==> src/rtl/errcnt_pkg.sv <==
package errcnt_pkg;
  localparam int CNT_W = 7;
  localparam int REG_W = CNT_W + 1;

  typedef enum logic [1:0] {
    A_COUNT  = 2'd0,
    A_SELECT = 2'd1,
    A_SEVMAP = 2'd2,
    A_FREEZE = 2'd3
  } reg_addr_e;

  // strobes from control to counter datapath
  typedef struct packed {
    logic             incr;
    logic [REG_W-1:0] clrMask;
  } cnt_strb_t;
endpackage

==> src/rtl/errcnt_ctrl.sv <==
module errcnt_ctrl
  import errcnt_pkg::*;
#(
  parameter int NUM_TYPES = 8,
  parameter int NUM_SEV   = 4
) (
  input  logic                 clk,
  input  logic                 coldRstN,
  input  logic                 warmRstN,
  input  logic [NUM_TYPES-1:0] errIn,
  input  logic [NUM_SEV-1:0]   sevIn,
  input  logic                 regWrEn,
  input  logic [1:0]           regAddr,
  input  logic [REG_W-1:0]     regWrData,
  input  logic [REG_W-1:0]     cntVal,
  output logic [REG_W-1:0]     regRdData,
  output logic                 freeze,
  output cnt_strb_t            strb
);
  logic                 rstAny;
  logic                 wrCount, wrSelect, wrSevMap, wrFreeze;
  logic [NUM_TYPES-1:0] selMask;
  logic [NUM_SEV-1:0]   sevMap;
  logic                 frzQ;
  logic                 sevHit;
  logic                 frzClr;

  assign rstAny   = !coldRstN || !warmRstN;
  assign wrCount  = regWrEn && (regAddr == A_COUNT);
  assign wrSelect = regWrEn && (regAddr == A_SELECT);
  assign wrSevMap = regWrEn && (regAddr == A_SEVMAP);
  assign wrFreeze = regWrEn && (regAddr == A_FREEZE);
  assign sevHit   = |(sevIn & sevMap);
  assign frzClr   = wrFreeze && regWrData[0];

  always_comb begin
    strb.incr    = |(errIn & selMask);
    strb.clrMask = wrCount ? regWrData : '0;
  end

  always_ff @(posedge clk) begin
    if (rstAny) begin
      selMask <= '0;
      sevMap  <= '0;
    end else begin
      if (wrSelect) selMask <= regWrData[NUM_TYPES-1:0];
      if (wrSevMap) sevMap  <= regWrData[NUM_SEV-1:0];
    end
  end

  // set has priority over a software clear in the same cycle
  always_ff @(posedge clk) begin
    if (rstAny)      frzQ <= 1'b0;
    else if (sevHit) frzQ <= 1'b1;
    else if (frzClr) frzQ <= 1'b0;
  end

  assign freeze = frzQ;

  always_comb begin
    regRdData = '0;
    case (reg_addr_e'(regAddr))
      A_COUNT:  regRdData = cntVal;
      A_SELECT: regRdData[NUM_TYPES-1:0] = selMask;
      A_SEVMAP: regRdData[NUM_SEV-1:0]   = sevMap;
      A_FREEZE: regRdData[0] = frzQ;
      default:  regRdData = '0;
    endcase
  end

  p_freeze_set_r8: assert property (@(posedge clk) disable iff (rstAny)
    sevHit |=> freeze);
  p_freeze_hold_r9: assert property (@(posedge clk) disable iff (rstAny)
    (freeze && !frzClr) |=> freeze);
  p_freeze_release_r9: assert property (@(posedge clk) disable iff (rstAny)
    (frzClr && !sevHit) |=> !freeze);
  p_no_spurious_r8: assert property (@(posedge clk) disable iff (rstAny)
    (!freeze && !sevHit) |=> !freeze);
endmodule

==> src/rtl/errcnt_dp.sv <==
module errcnt_dp
  import errcnt_pkg::*;
(
  input  logic             clk,
  input  logic             coldRstN,
  input  cnt_strb_t        strb,
  output logic [REG_W-1:0] cntVal
);
  logic [CNT_W-1:0] cntQ, cleared, sum;
  logic             ovfQ, carry, ovfNext;

  always_comb begin
    cleared        = cntQ & ~strb.clrMask[CNT_W-1:0];
    {carry, sum}   = {1'b0, cleared} + {{CNT_W{1'b0}}, strb.incr};
    ovfNext        = (ovfQ & ~strb.clrMask[CNT_W]) | carry;
  end

  // sticky state: only the cold reset touches it
  always_ff @(posedge clk) begin
    if (!coldRstN) begin
      cntQ <= '0;
      ovfQ <= 1'b0;
    end else begin
      cntQ <= sum;
      ovfQ <= ovfNext;
    end
  end

  assign cntVal = {ovfQ, cntQ};

  p_step_one_r3: assert property (@(posedge clk) disable iff (!coldRstN)
    (strb.incr && strb.clrMask == '0) |=> cntQ == CNT_W'($past(cntQ) + 1'b1));
  p_hold_r5: assert property (@(posedge clk) disable iff (!coldRstN)
    (!strb.incr && strb.clrMask == '0) |=> $stable(cntVal));
  p_wrap_ovf_r4: assert property (@(posedge clk) disable iff (!coldRstN)
    (strb.incr && strb.clrMask == '0 && cntQ == '1) |=> (ovfQ && cntQ == '0));
  p_ovf_sticky_r4: assert property (@(posedge clk) disable iff (!coldRstN)
    (ovfQ && !strb.clrMask[CNT_W]) |=> ovfQ);
  p_clr_then_inc_r6: assert property (@(posedge clk) disable iff (!coldRstN)
    (strb.incr && strb.clrMask[CNT_W-1:0] == '1) |=> cntQ == CNT_W'(1));
endmodule

==> src/rtl/errcnt_top.sv <==
module errcnt_top
  import errcnt_pkg::*;
#(
  parameter int NUM_TYPES = 8,
  parameter int NUM_SEV   = 4
) (
  input  logic                 clk,
  input  logic                 coldRstN,
  input  logic                 warmRstN,
  input  logic [NUM_TYPES-1:0] errIn,
  input  logic [NUM_SEV-1:0]   sevIn,
  input  logic                 regWrEn,
  input  logic [1:0]           regAddr,
  input  logic [REG_W-1:0]     regWrData,
  output logic [REG_W-1:0]     regRdData,
  output logic                 freeze
);
  cnt_strb_t        strb;
  logic [REG_W-1:0] cntVal;

  errcnt_ctrl #(.NUM_TYPES(NUM_TYPES), .NUM_SEV(NUM_SEV)) u_ctrl (
    .clk(clk), .coldRstN(coldRstN), .warmRstN(warmRstN),
    .errIn(errIn), .sevIn(sevIn),
    .regWrEn(regWrEn), .regAddr(regAddr), .regWrData(regWrData),
    .cntVal(cntVal), .regRdData(regRdData), .freeze(freeze), .strb(strb)
  );

  errcnt_dp u_dp (
    .clk(clk), .coldRstN(coldRstN), .strb(strb), .cntVal(cntVal)
  );
endmodule

==> config.mk <==
export PLATFORM = sky130hd
export DESIGN_NAME = errcnt_top
export DESIGN_NICKNAME = d
export VERILOG_FILES = /design/src/rtl/errcnt_pkg.sv /design/src/rtl/errcnt_ctrl.sv /design/src/rtl/errcnt_dp.sv /design/src/rtl/errcnt_top.sv
export SDC_FILE = /design/constraint.sdc
export NUM_CORES = 1
export LEC_CHECK = 0
export ABC_AREA = 0
export BUFFER_PORTS_ARGS = -buffer_cell sky130_fd_sc_hd__buf_4
export CAP_MARGIN = 30
export CORE_MARGIN = 1.5
export CORE_UTILIZATION = 50
export CTS_CLUSTER_DIAMETER = 40
export DETAILED_ROUTE_END_ITERATION = 6
export GPL_TIMING_DRIVEN = 0
export PLACE_DENSITY = 0.78
export SKIP_CTS_REPAIR_TIMING = 1
export SYNTH_ARGS = -nofsm -noshare
export SYNTH_HDL_FRONTEND = slang
export SYNTH_SLANG_ARGS = --single-unit
export TNS_END_PERCENT = 30
==> constraint.sdc <==
create_clock -name clk -period 4.4 [get_ports clk]
set_input_delay 0.22 -clock clk [delete_from_list [all_inputs] [get_ports clk]]
set_output_delay 0.22 -clock clk [all_outputs]
set_load 0.1 [all_outputs]
# ---- Word-level counts from Yosys, hierarchy flattened
# Cells that the tools add are included.
dict set report classes {
  bitwise 7
  mux 6
  eq_ne 3
  add_sub_neg 1
  reduce_logical 12
}
# cell n
set ops {}
lappend ops {{$pmux W3 S3} 1}
lappend ops {{$add A7 B1 Y8} 1}
lappend ops {{$and A8 B8 Y8} 1}
lappend ops {{$mux W8} 1}
lappend ops {{$pmux W4 S2} 1}
lappend ops {{$reduce_or A8 Y1} 1}
lappend ops {{$and A7 B7 Y7} 1}
lappend ops {{$not A7 Y7} 1}
lappend ops {{$logic_and A1 B1 Y1} 5}
lappend ops {{$and A4 B4 Y4} 1}
lappend ops {{$eq A2 B2 Y1 const B} 2}
lappend ops {{$pmux W1 S4} 1}
lappend ops {{$reduce_or A4 Y1} 1}
lappend ops {{$eq A2 B1 Y1 const B} 1}
lappend ops {{$logic_not A1 Y1} 2}
lappend ops {{$logic_not A2 Y1} 1}
lappend ops {{$mux W1} 2}
lappend ops {{$reduce_bool A2 Y1} 1}
lappend ops {{$and A1 B1 Y1} 1}
lappend ops {{$logic_or A1 B1 Y1} 1}
lappend ops {{$not A1 Y1} 1}
lappend ops {{$or A1 B1 Y1} 1}
dict set report word_totals {
  in_bits 26
  out_inout_bits 9
  elab_cells 34
  register_bits 21
}

# ---- Longest topological paths before layout
# Gate-level depths: netlist of the first run.
dict set report logic_depth {
  word_depth 7
  mapped_depth 8
  ltp_nobuf 7
}

# ---- By module
# From an unflattened synthesis of the first run, not the netlist that was laid out.
dict set report hier_totals {
  cells_unflattened 131
  hier_area_um2 1204.9
}
# mod cells_per_inst seq_area_each_um2 area_per_inst_um2 instances
set by_module_without_submodules {}
lappend by_module_without_submodules {errcnt_ctrl 85 260.2 762.0 1}
lappend by_module_without_submodules {errcnt_dp 46 160.2 442.9 1}

# ---- Worst setup path before layout of the first run
# No wires, ideal clock.
dict set report synth_path {
  path_type {input port to output port}
  start {in regAddr[0]}
  end {out regRdData[1]}
  path_slack_ns 1.526
  n_path_buf 1
  stages 3
  t_arrival_ns 2.654
  cell_sequence {buf_2 mux2i_1 o21ai_0}
}
dict set report synth_between {
  elab_chain_len 2
}
# element line_no
set synth_rtl {}
lappend synth_rtl {{start, declared} errcnt_top.sv:13} ;# input logic [1:0] regAddr,
lappend synth_rtl {{$eq A2 B2 Y1, or another cell as far along} errcnt_ctrl.sv:62} ;# case (reg_addr_e'(regAddr))
lappend synth_rtl {{$pmux W3 S3 *} errcnt_ctrl.sv:62}
lappend synth_rtl {{end, declared} errcnt_top.sv:15} ;# output logic [REG_W-1:0] regRdData,
# Every way passes the cells marked *; elsewhere a longest branch is shown, timed or not.

# ---- Worst setup path in the final report of the first run
dict set report layout_path {
  start {in regAddr[1]}
  end {reg u_dp.cntQ[5]}
}
dict set report layout_between {
  elab_chain_len 6
}
# element line_no
set layout_rtl {}
lappend layout_rtl {{$logic_not A2 Y1} errcnt_ctrl.sv:29} ;# assign wrCount = regWrEn && (regAddr == A_COUNT);
lappend layout_rtl {{$logic_and A1 B1 Y1} errcnt_ctrl.sv:29}
lappend layout_rtl {{$mux W8} errcnt_ctrl.sv:38} ;# strb.clrMask = wrCount ? regWrData : '0;
lappend layout_rtl {{$not A7 Y7} errcnt_dp.sv:13} ;# cleared = cntQ & ~strb.clrMask[CNT_W-1:0];
lappend layout_rtl {{$and A7 B7 Y7} errcnt_dp.sv:13}
lappend layout_rtl {{$add A7 B1 Y8} errcnt_dp.sv:14} ;# {carry, sum} = {1'b0, cleared} + {{CNT_W{1'b0}}, strb.incr};
lappend layout_rtl {{end signal, assigned} errcnt_dp.sv:24} ;# cntQ <= sum;
lappend layout_rtl {{end, declared} errcnt_dp.sv:9} ;# logic [CNT_W-1:0] cntQ, cleared, sum;
# Every way passes these cells.
# A chain may end at the register's enable or synchronous reset.

==> flow_summary.toml, run 1 <==
[outcome]
outcome = "completed"

[setup_path]
r2r_end = "u_dp.cntQ[5]$_SDFF_PN0_"
cp.arrival_ns = 1.95
critPathRequiredTime_ns = 4.61
critPathCaptureType = "flop"
r2r_slack_ns = 2.76
cpLargestDelayFamily = "simple AND/OR/NAND/NOR gates"
path_cells = "buf_4 -> nor3b_2 -> buf_2 -> a21boi_0 -> ha_1 -> nand4_1 -> a2111oi_4 -> xor2_1 -> and2_1"
path_buf_inv = 2
max_stage_delay_ns = 0.40
critPathSlowestCell = "nor3b_2"
r2r_start = "u_dp.cntQ[0]$_SDFF_PN0_"
path_class = "in2reg"
r2r_cells = 6
path_max_fanout = 10
start_kind = "primary input"

[finish]
diodes = 0
multi_input_area_sq_um = 742
syn2layout_area_growth_pct = 26.6
most-common-layout-cells = "buf_4, dfxtp_1, mux2i_1, nor2_1, nand2_1"
design_area_sq_um = 1510
n_fill_cell = 203
final_common_cell = "buf_4"
nets = 194
regArea_sq_um = 420
fin_cells = 193
drive_above_1_share = 0.291

[power_and_ir_drop]
p_switching_uw = 91.6
p_clk_frac = 0.273
combinationalPowerShare = 0.166
switching_share = 0.265
power_leakage_uw = 0.000705
seqPwrFrac = 0.562
ir_drop_mv = 0.157
power.internal_uw = 255
p_per_area_nw_per_um2 = 230

[run]
max_cap_violations = 0

[min_path]
whs_endpoint = "u_ctrl.selMask[6]$_SDFFE_PP0P_"
hp-class = "in2reg"
whs_path_depth = 3
holdCritStartpoint = "regWrData[6]"

[synthesis]
synth_seq_area_share = 0.354
synthCells = 127
synth_edf_count = 0
yosys-top-cells-area = "dfxtp_1, mux2i_1, nor2_1, a2111oi_4, xor2_1"
synthesis.nets = 155
async_reset_ff_frac = 0
synth_ff_type = "dfxtp_1"
yosys.area.top_type_share = 0.354
synth_top_area_cell = "dfxtp_1"
synth_seq_cells = 21
synth_area_sq_um = 1190
postSynthAreaPerCell_sq_um = 9.36
yosysUniqueCellTypes = 29
ys_warn_count = 0

[floorplan]
io_pins = 35
start_util = 0.532
die-area_sq_um = 2680
fp.coreArea_sq_um = 2230
die_x_um = 51.8
die_y_um = 51.8
placementRows = 17

[global_routing]
grt_max_degree = 12
grt_use_total = 0.248
grt_pass1_wl_mm = 4.89
grt_overflow = 0
first_global_vias = 1076
grt_antenna_before_repair = 0

[detailed_routing]
drcViolationCount = 0
routed_wl_mm = 2.96
num_vias = 1088
route.antenna.remaining_nets = 0
met1_length_mm = 1.30
wl_met2_mm = 1.56
highest_layer = "met4"
drt_iter0_markers = 14
met3_wirelength_um = 79
via_per_inst = 5.64
dr.pass1.iters = 4
wl_per_cell_um = 15.3

[sta]
tightest_slew_ns = 0.605
hold_violations = 0
finalSetupViolCount = 0
fin_skew_ns = 0.00311
maxSlewViolCount = 0
grt_setup_unrepaired = "no"
min_period_ns = 1.74
hold_slack_ns = 0.164
fmax_mhz = 573
relSlewSlack = 0.591
post-route-period-util = 0.397
fin_tns_setup_ns = 0

[place]
dpl_cell_area_sq_um = 1480
place_inst = 189
portBuffers = 34
place_congestion = 0.808
post-dp-hpwl_mm = 2.33

[clock_tree]
clkTransAtPathRegs_ns = 0.12
clockBufferDepth = 2
htreeDepth = 1
clkSinkCount = 21
worst_skew_pair.late_latency_ns = 0.30
cts-buffers-inserted = 3
cts.root.buffer_cell = "clkbuf_4"
tritoncts = "yes"
## flip-flops by register name (all words and copies together), names as in the netlist
name / flops
u_ctrl.sevMap: 4
u_ctrl.selMask: 8
u_dp.ovfQ: 1
u_dp.cntQ: 7
u_ctrl.freeze: 1
## kinds of logic (layout without fill, tap and decap cells)
family | after synthesis | in the layout | share of synthesized area
adder cells (fa/ha/maj) | 2 | 2 | 0.0210
XOR/XNOR | 6 | 6 | 0.0442
AO/OA/AOI/OAI | 23 | 23 | 0.162
flip-flops | 21 | 21 | 0.354
buffers and inverters | 6 | 44 | 0.0221
AND/OR/NAND/NOR | 50 | 50 | 0.226
multiplexers | 19 | 19 | 0.171
## cells in the mapped netlist (all sizes together) (2+ instances only)
| cell | number |
|---|---|
| dfxtp | 21 |
| mux2i | 18 |
| nor2 | 17 |
| nand2 | 9 |
| and2 | 7 |
| a22oi | 6 |
| xor2 | 6 |
| a21boi | 5 |
| a21oi | 4 |
| nand4 | 4 |
| o21ai | 4 |
| buf | 3 |
| nor2b | 3 |
| a2111oi | 2 |
| clkbuf | 2 |
| ha | 2 |
| nand3 | 2 |
## per-stage QoR
stage,worst slack [ns],utilization,power (uW)
after floorplan,1.53,-,226
after global placement,2.36,0.662,254
after detailed placement,2.32,0.662,256
after CTS,2.65,0.674,351
after global routing,2.55,0.674,366
final,2.66,0.674,346
## final cells by class
cell class                 instances  share of cell area
timing repair buffer              34               0.170
buffer                             5              0.0150
sequential                        21               0.279
tap                               28              0.0233
multi-input combinational        100               0.493
clock buffer                       4              0.0175
inverter                           1             0.00249
## metal layers
layer	vias to the layer above	global-route usage
li1	538	-
met1	523	0.316
met2	23	0.442
met3	4	0.0259
met4	0	0.0658
met5	-	0
## worst register-to-register path, cell delays in order (launching register included)
cell and delay (ns):
dfxtp_1 0.36, a21boi_0 0.27, ha_1 0.24, nand4_1 0.18, a2111oi_4 0.24, xor2_1 0.10, and2_1 0.16
## worst max-delay path by stage
stage,start,to,cells after the start
6_report,regAddr[1],u_dp.cntQ[5]$_SDFF_PN0_,9
5_1_grt,regWrEn,u_dp.cntQ[5]$_SDFF_PN0_,9
4_1_cts,regAddr[1],u_dp.cntQ[5]$_SDFF_PN0_,9
3_5_place_dp,regAddr[1],u_dp.cntQ[5]$_SDFF_PN0_,9
3_3_place_gp,regAddr[1],u_dp.cntQ[5]$_SDFF_PN0_,9
2_1_floorplan,regAddr[0],regRdData[1],3
## power groups by stage
| stage | Clock, uW | Sequential, uW | Combinational (uW) |
|---|---|---|---|
| after floorplan | 0 | 199 | 27.6 |
| final | 94.4 | 194 | 57.3 |
| after global routing | 109 | 195 | 61.6 |
| after global placement | 0 | 198 | 55.9 |
| after detailed placement | 0 | 199 | 57.4 |
| after CTS | 99.0 | 194 | 57.5 |
(Power assumes the default switching activity.)
==> run 2: changes to the inputs <==
--- a/config.mk
+++ b/config.mk
@@ -5,15 +5,15 @@
 export SDC_FILE = /design/constraint.sdc
 export NUM_CORES = 1
 export LEC_CHECK = 0
-export ABC_AREA = 0
+export ABC_AREA = 1
 export BUFFER_PORTS_ARGS = -buffer_cell sky130_fd_sc_hd__buf_4
 export CAP_MARGIN = 30
 export CORE_MARGIN = 1.5
-export CORE_UTILIZATION = 50
+export CORE_UTILIZATION = 49
 export CTS_CLUSTER_DIAMETER = 40
 export DETAILED_ROUTE_END_ITERATION = 6
 export GPL_TIMING_DRIVEN = 0
-export PLACE_DENSITY = 0.78
+export PLACE_DENSITY = 0.77
 export SKIP_CTS_REPAIR_TIMING = 1
 export SYNTH_ARGS = -nofsm -noshare
 export SYNTH_HDL_FRONTEND = slang
==> constraint.sdc (replaced) <==
create_clock -name clk -period 1.67 [get_ports clk]
set_input_delay 0.0835 -clock clk [delete_from_list [all_inputs] [get_ports clk]]
set_output_delay 0.0835 -clock clk [all_outputs]
set_load 0.1 [all_outputs]
==> run 2 against run 1 <==
  * Combinational power grew to 2.9 times the previous value
  * Non-clock buffer count is 1 lower
  * Synthesized area is 6.2% lower
  * Clock skew is 0.0030 ns higher
  * Via count is 8.0% higher
==> flow_summary.toml, run 2 <==
[outcome]
outcome = "completed"

[synthesis]
synthesis.nets = 185
yosys-top-cells-area = "dfxtp_1, nand2_1, a211oi_1, inv_1, nor2_1"
async_reset_ff_frac = 0
synth_edf_count = 0
yosys.area.top_type_share = 0.377
synthCells = 157
synth_seq_cells = 21
synth_area_sq_um = 1110
postSynthAreaPerCell_sq_um = 7.10
yosysUniqueCellTypes = 23
ys_warn_count = 0
synth_ff_type = "dfxtp_1"
yosysMostFrequentCell = "nand2_1"
synth_seq_area_share = 0.377
synth_top_cells_by_count = "nand2_1, dfxtp_1, inv_1"
synth_top_area_cell = "dfxtp_1"

[min_path]
hp-class = "in2reg"
holdCritStartpoint = "coldRstN"
whs_endpoint = "u_dp.cntQ[0]$_SDFF_PN0_"
whs_path_depth = 3

[clock_tree]
cts.root.buffer_cell = "clkbuf_4"
clockBufferDepth = 2
clkTransAtPathRegs_ns = 0.13
tritoncts = "yes"
clkSinkCount = 21
htreeDepth = 1
cts-buffers-inserted = 3
worst_skew_pair.late_latency_ns = 0.30

[global_routing]
grt_max_degree = 12
first_global_vias = 1129
grt_overflow = 0
grt_pass1_wl_mm = 4.77
grt_use_total = 0.244
grt_antenna_before_repair = 0

[finish]
largest-register = "u_ctrl.selMask"
syn2layout_area_growth_pct = 30.2
drive_above_1_share = 0.272
most-common-layout-cells = "nand2_1, buf_4, inv_1, nor2_1, dfxtp_1"
largest_reg_flops = 8
diodes = 0
nets = 224
reg_top3 = "u_ctrl.selMask (8), u_dp.cntQ (7), u_ctrl.sevMap (4)"

[floorplan]
start_util = 0.514
io_pins = 35
fp.coreArea_sq_um = 2170
placementRows = 17
die_y_um = 50.7
die-area_sq_um = 2570
die_x_um = 50.7

[sta]
fmax_mhz = 675
fin_tns_setup_ns = 0
grt_setup_unrepaired = "no"
tightest_slew_ns = 0.476
finalSetupViolCount = 0
relSlewSlack = 0.683
post-route-period-util = 0.888
hold_violations = 0
min_period_ns = 1.48
fin_skew_ns = 0.00613
maxSlewViolCount = 0

[setup_path]
path_max_fanout = 5
r2r_end = "u_dp.cntQ[5]$_SDFF_PN0_"
start_kind = "flop"
r2r_start = "u_ctrl.selMask[4]$_SDFFE_PP0P_"
cp.arrival_ns = 1.72
critPathCaptureType = "flop"
path_class = "reg2reg"
r2r_cells = 10
critPathRequiredTime_ns = 1.91
r2r_slack_ns = 0.19

[power_and_ir_drop]
power_leakage_uw = 0.000612
ir_drop_mv = 0.500
p_per_area_nw_per_um2 = 649
power.total_uw = 942

[place]
portBuffers = 34
post-dp-hpwl_mm = 2.22
place_congestion = 0.867

[detailed_routing]
drt_iter0_markers = 27
num_vias = 1175
via_per_inst = 5.27
route.antenna.remaining_nets = 0
wl_per_cell_um = 12.4
dr.pass1.iters = 4
drcViolationCount = 0
routed_wl_mm = 2.77

[run]
max_cap_violations = 0
run 2: area by class of cell:
| class | count | area [sq um] |
|---|---|---|
| fillers | 208 | 718 |
| multi-input cells | 111 | 613 |
| flip-flops and latches | 21 | 422 |
| repair buffers | 34 | 255 |
| inverters | 21 | 78.8 |
| well taps | 28 | 35.0 |
| clock buffers | 4 | 26.3 |
| plain buffers | 4 | 21.3 |
run 2: report_power, final:
part | switching, uW | internal [uW] | total [uW]
Sequential | 6.15 | 511 | 517
Combinational | 102 | 67.2 | 169
Clock | 163 | 93.1 | 256
Total | 270 | 672 | 942
run 2: worst max path at each step:
stage / startpoint / endpoint / cells past startpoint
finish: u_ctrl.selMask[4]$_SDFFE_PP0P_ / u_dp.cntQ[5]$_SDFF_PN0_ / 10
global route: u_ctrl.selMask[4]$_SDFFE_PP0P_ / u_dp.cntQ[6]$_SDFF_PN0_ / 11
CTS: u_ctrl.selMask[5]$_SDFFE_PP0P_ / u_dp.cntQ[5]$_SDFF_PN0_ / 10
detailed placement: u_ctrl.selMask[5]$_SDFFE_PP0P_ / u_dp.cntQ[6]$_SDFF_PN0_ / 11
global placement: u_ctrl.selMask[3]$_SDFFE_PP0P_ / u_dp.cntQ[6]$_SDFF_PN0_ / 11
floorplan: regAddr[1] / regRdData[1] / 4
run 2: cells by family after synthesis:
| group | Yosys count | share of synthesized area |
|---|---|---|
| buffers and inverters | 25 | 0.0898 |
| AO/OA/AOI/OAI | 31 | 0.189 |
| AND/OR/NAND/NOR | 77 | 0.314 |
| flip-flops | 21 | 0.377 |
| XOR/XNOR | 1 | 0.00786 |
| adder cells (fa/ha/maj) | 2 | 0.0224 |
run 2: per-stage QoR:
stage | hold WS, ns | cells | setup WS [ns] | util | area, sq um
finish | 0.00491 | 223 | 0.188 | 0.669 | 1450
global route | 0.0413 | 223 | 0.0192 | 0.669 | 1450
CTS | 0.00716 | 223 | 0.0290 | 0.664 | 1440
detailed placement | 0.332 | 219 | 0.0495 | 0.652 | 1420
global placement | 0.326 | 219 | 0.0917 | 0.652 | 1420
floorplan | 0.177 | 157 | -0.355 | - | 1120
run 2: routing by layer:
metal | GRT usage | part of all wire | vias up
li1 | - | - | 604
met3 | 0.0357 | 0.045 | 4
met1 | 0.311 | 0.45 | 536
met5 | 0 | 0 | -
met4 | 0.113 | 0.013 | 0
met2 | 0.406 | 0.49 | 31
run 2: critical path, cell delays in order (launching register included):
cell and delay, ns:
dfxtp_1 0.34, nand2_1 0.07, nand2_1 0.06, a221oi_1 0.21
nand2_1 0.14, ha_2 0.20, inv_1 0.08, nor2_4 0.06
nand3_1 0.10, nand2_1 0.05, a21oi_1 0.11
==> run 3: changes to the inputs <==
--- a/config.mk
+++ b/config.mk
@@ -13,7 +13,7 @@
 export CTS_CLUSTER_DIAMETER = 40
 export DETAILED_ROUTE_END_ITERATION = 6
 export GPL_TIMING_DRIVEN = 0
-export PLACE_DENSITY = 0.77
+export PLACE_DENSITY_LB_ADDON = 0.08
 export SKIP_CTS_REPAIR_TIMING = 1
 export SYNTH_ARGS = -nofsm -noshare
 export SYNTH_HDL_FRONTEND = slang
==> run 3 against run 2 <==
  * Hold slack lost 0.0014 ns
  * Setup slack worse by 0.015 ns
  * Largest power group unchanged
  * Routed wire length shrank 2.4%
  * Cell count stayed put
  * Critical path depth increased by 1
  * Global-route usage decreased by 1.8 points
  * Critical path type unchanged
==> flow_summary.toml, run 3 (synthesis gave the netlist of run 2 again) <==
[outcome]
outcome = "completed"

[setup_path]
r2r_slack_ns = 0.17
cp.arrival_ns = 1.72
start_kind = "flop"
path_max_fanout = 5
r2r_end = "u_dp.cntQ[6]$_SDFF_PN0_"
r2r_start = "u_ctrl.selMask[4]$_SDFFE_PP0P_"
critPathCaptureType = "flop"
critPathRequiredTime_ns = 1.90
path_class = "reg2reg"
r2r_cells = 11

[power_and_ir_drop]
power_leakage_uw = 0.000617
p_per_area_nw_per_um2 = 647
ir_drop_mv = 0.460

[detailed_routing]
num_vias = 1177
routed_wl_mm = 2.70
dr.pass1.iters = 4
drt_iter0_markers = 39
route.antenna.remaining_nets = 0
via_per_inst = 5.28
drcViolationCount = 0
wl_per_cell_um = 12.1

[global_routing]
grt_overflow = 0
grt_antenna_before_repair = 0
first_global_vias = 1026
grt_max_degree = 13
grt_use_total = 0.226
grt_pass1_wl_mm = 4.39

[finish]
syn2layout_area_growth_pct = 30.0
diodes = 0
largest_reg_flops = 8
regArea_sq_um = 420
drive_above_1_share = 0.267
reg_top3 = "u_ctrl.selMask (8), u_dp.cntQ (7), u_ctrl.sevMap (4)"
largest-register = "u_ctrl.selMask"
nets = 224
final_util = 0.668
multi_input_area_sq_um = 611
n_fill_cell = 199
most-common-layout-cells = "nand2_1, buf_4, inv_1, dfxtp_1, nor2_1"

[clock_tree]
tritoncts = "yes"
clockBufferDepth = 2
worst_skew_pair.late_latency_ns = 0.31
cts-buffers-inserted = 3
clkSinkCount = 21
cts.root.buffer_cell = "clkbuf_4"
clkTransAtPathRegs_ns = 0.12
htreeDepth = 1

[min_path]
whs_path_depth = 3
holdCritStartpoint = "coldRstN"
whs_endpoint = "u_dp.cntQ[0]$_SDFF_PN0_"
hp-class = "in2reg"

[sta]
relSlewSlack = 0.685
min_period_ns = 1.50
tightest_slew_ns = 0.472
finalSetupViolCount = 0
fmax_mhz = 668
maxSlewViolCount = 0
grt_setup_unrepaired = "no"
fin_skew_ns = 0.00189
hold_violations = 0
post-route-period-util = 0.897
postLayoutSetupSlackWorst_ns = 0.172

[floorplan]
start_util = 0.514
io_pins = 35
die-area_sq_um = 2570
fp.coreArea_sq_um = 2170
die_y_um = 50.7
placementRows = 17
die_x_um = 50.7

[run]
max_cap_violations = 0

[place]
portBuffers = 34
pre_cts_ws_ns = 0.152
post-dp-hpwl_mm = 2.19
place_congestion = 0.850
==> run 3: changes by cell type in the layout (fill, tap and decap cells not counted), sizes merged <==
cell / change
clkbuf: -1
clkinv: +1
==> run 3: per-layer routing <==
layer,global-route usage,vias up,share of wire,routed length [um]
met5,0,-,0,0
met4,0.0946,0,0.014,38
met3,0.0446,5,0.057,153
met2,0.353,36,0.47,1270
met1,0.304,528,0.46,1240
li1,-,608,-,-
==> run 3: report_power, final <==
group / switching (uW) / internal (uW) / total [uW]
clock: 163 / 89.6 / 252
combinational: 101 / 67.0 / 168
sequential: 5.80 / 511 / 517
total: 270 / 668 / 937
==> run 3: how the worst max path moves through the flow <==
stage                                              start                       to  slack (ns)
after floorplan                               regAddr[1]             regRdData[1]       -0.36
after global placement                        regAddr[1]  u_dp.cntQ[6]$_SDFF_PN0_        0.19
after detailed placement  u_ctrl.selMask[5]$_SDFFE_PP0P_  u_dp.cntQ[6]$_SDFF_PN0_        0.15
after CTS                 u_ctrl.selMask[5]$_SDFFE_PP0P_  u_dp.cntQ[6]$_SDFF_PN0_        0.14
after global routing      u_ctrl.selMask[4]$_SDFFE_PP0P_  u_dp.cntQ[6]$_SDFF_PN0_        0.02
final                     u_ctrl.selMask[4]$_SDFFE_PP0P_  u_dp.cntQ[6]$_SDFF_PN0_        0.17
==> run 3: critical path, cell delays in order (launching register included) <==
cell	delay, ns
dfxtp_1	0.33
nand2_1	0.08
nand2_1	0.05
a221oi_1	0.19
nand2_1	0.15
ha_1	0.22
inv_1	0.09
nor2_4	0.06
nand3_1	0.10
nand2_1	0.06
inv_1	0.05
nor2_1	0.04
==> run 3: area by class of cell <==
type                            count  area share
Clock buffer                        3      0.0155
Clock inverter                      1     0.00345
Timing Repair Buffer               34       0.176
Tap cell                           28      0.0242
Multi-Input combinational cell    111       0.421
Sequential cell                    21       0.290
Buffer                              4      0.0147
Inverter                           21      0.0544
==> run 3: through the flow <==
stage / power [uW] / instances / instance area (sq um) / setup TNS, ns / hold WS, ns
global placement: 691 / 219 / 1420 / 0 / 0.320
floorplan: 615 / 157 / 1120 / -1.46 / 0.177
CTS: 938 / 223 / 1440 / 0 / 0.00209
finish: 937 / 223 / 1450 / 0 / 0.00352
global route: 978 / 223 / 1450 / 0 / 0.00592
detailed placement: 694 / 219 / 1420 / 0 / 0.329
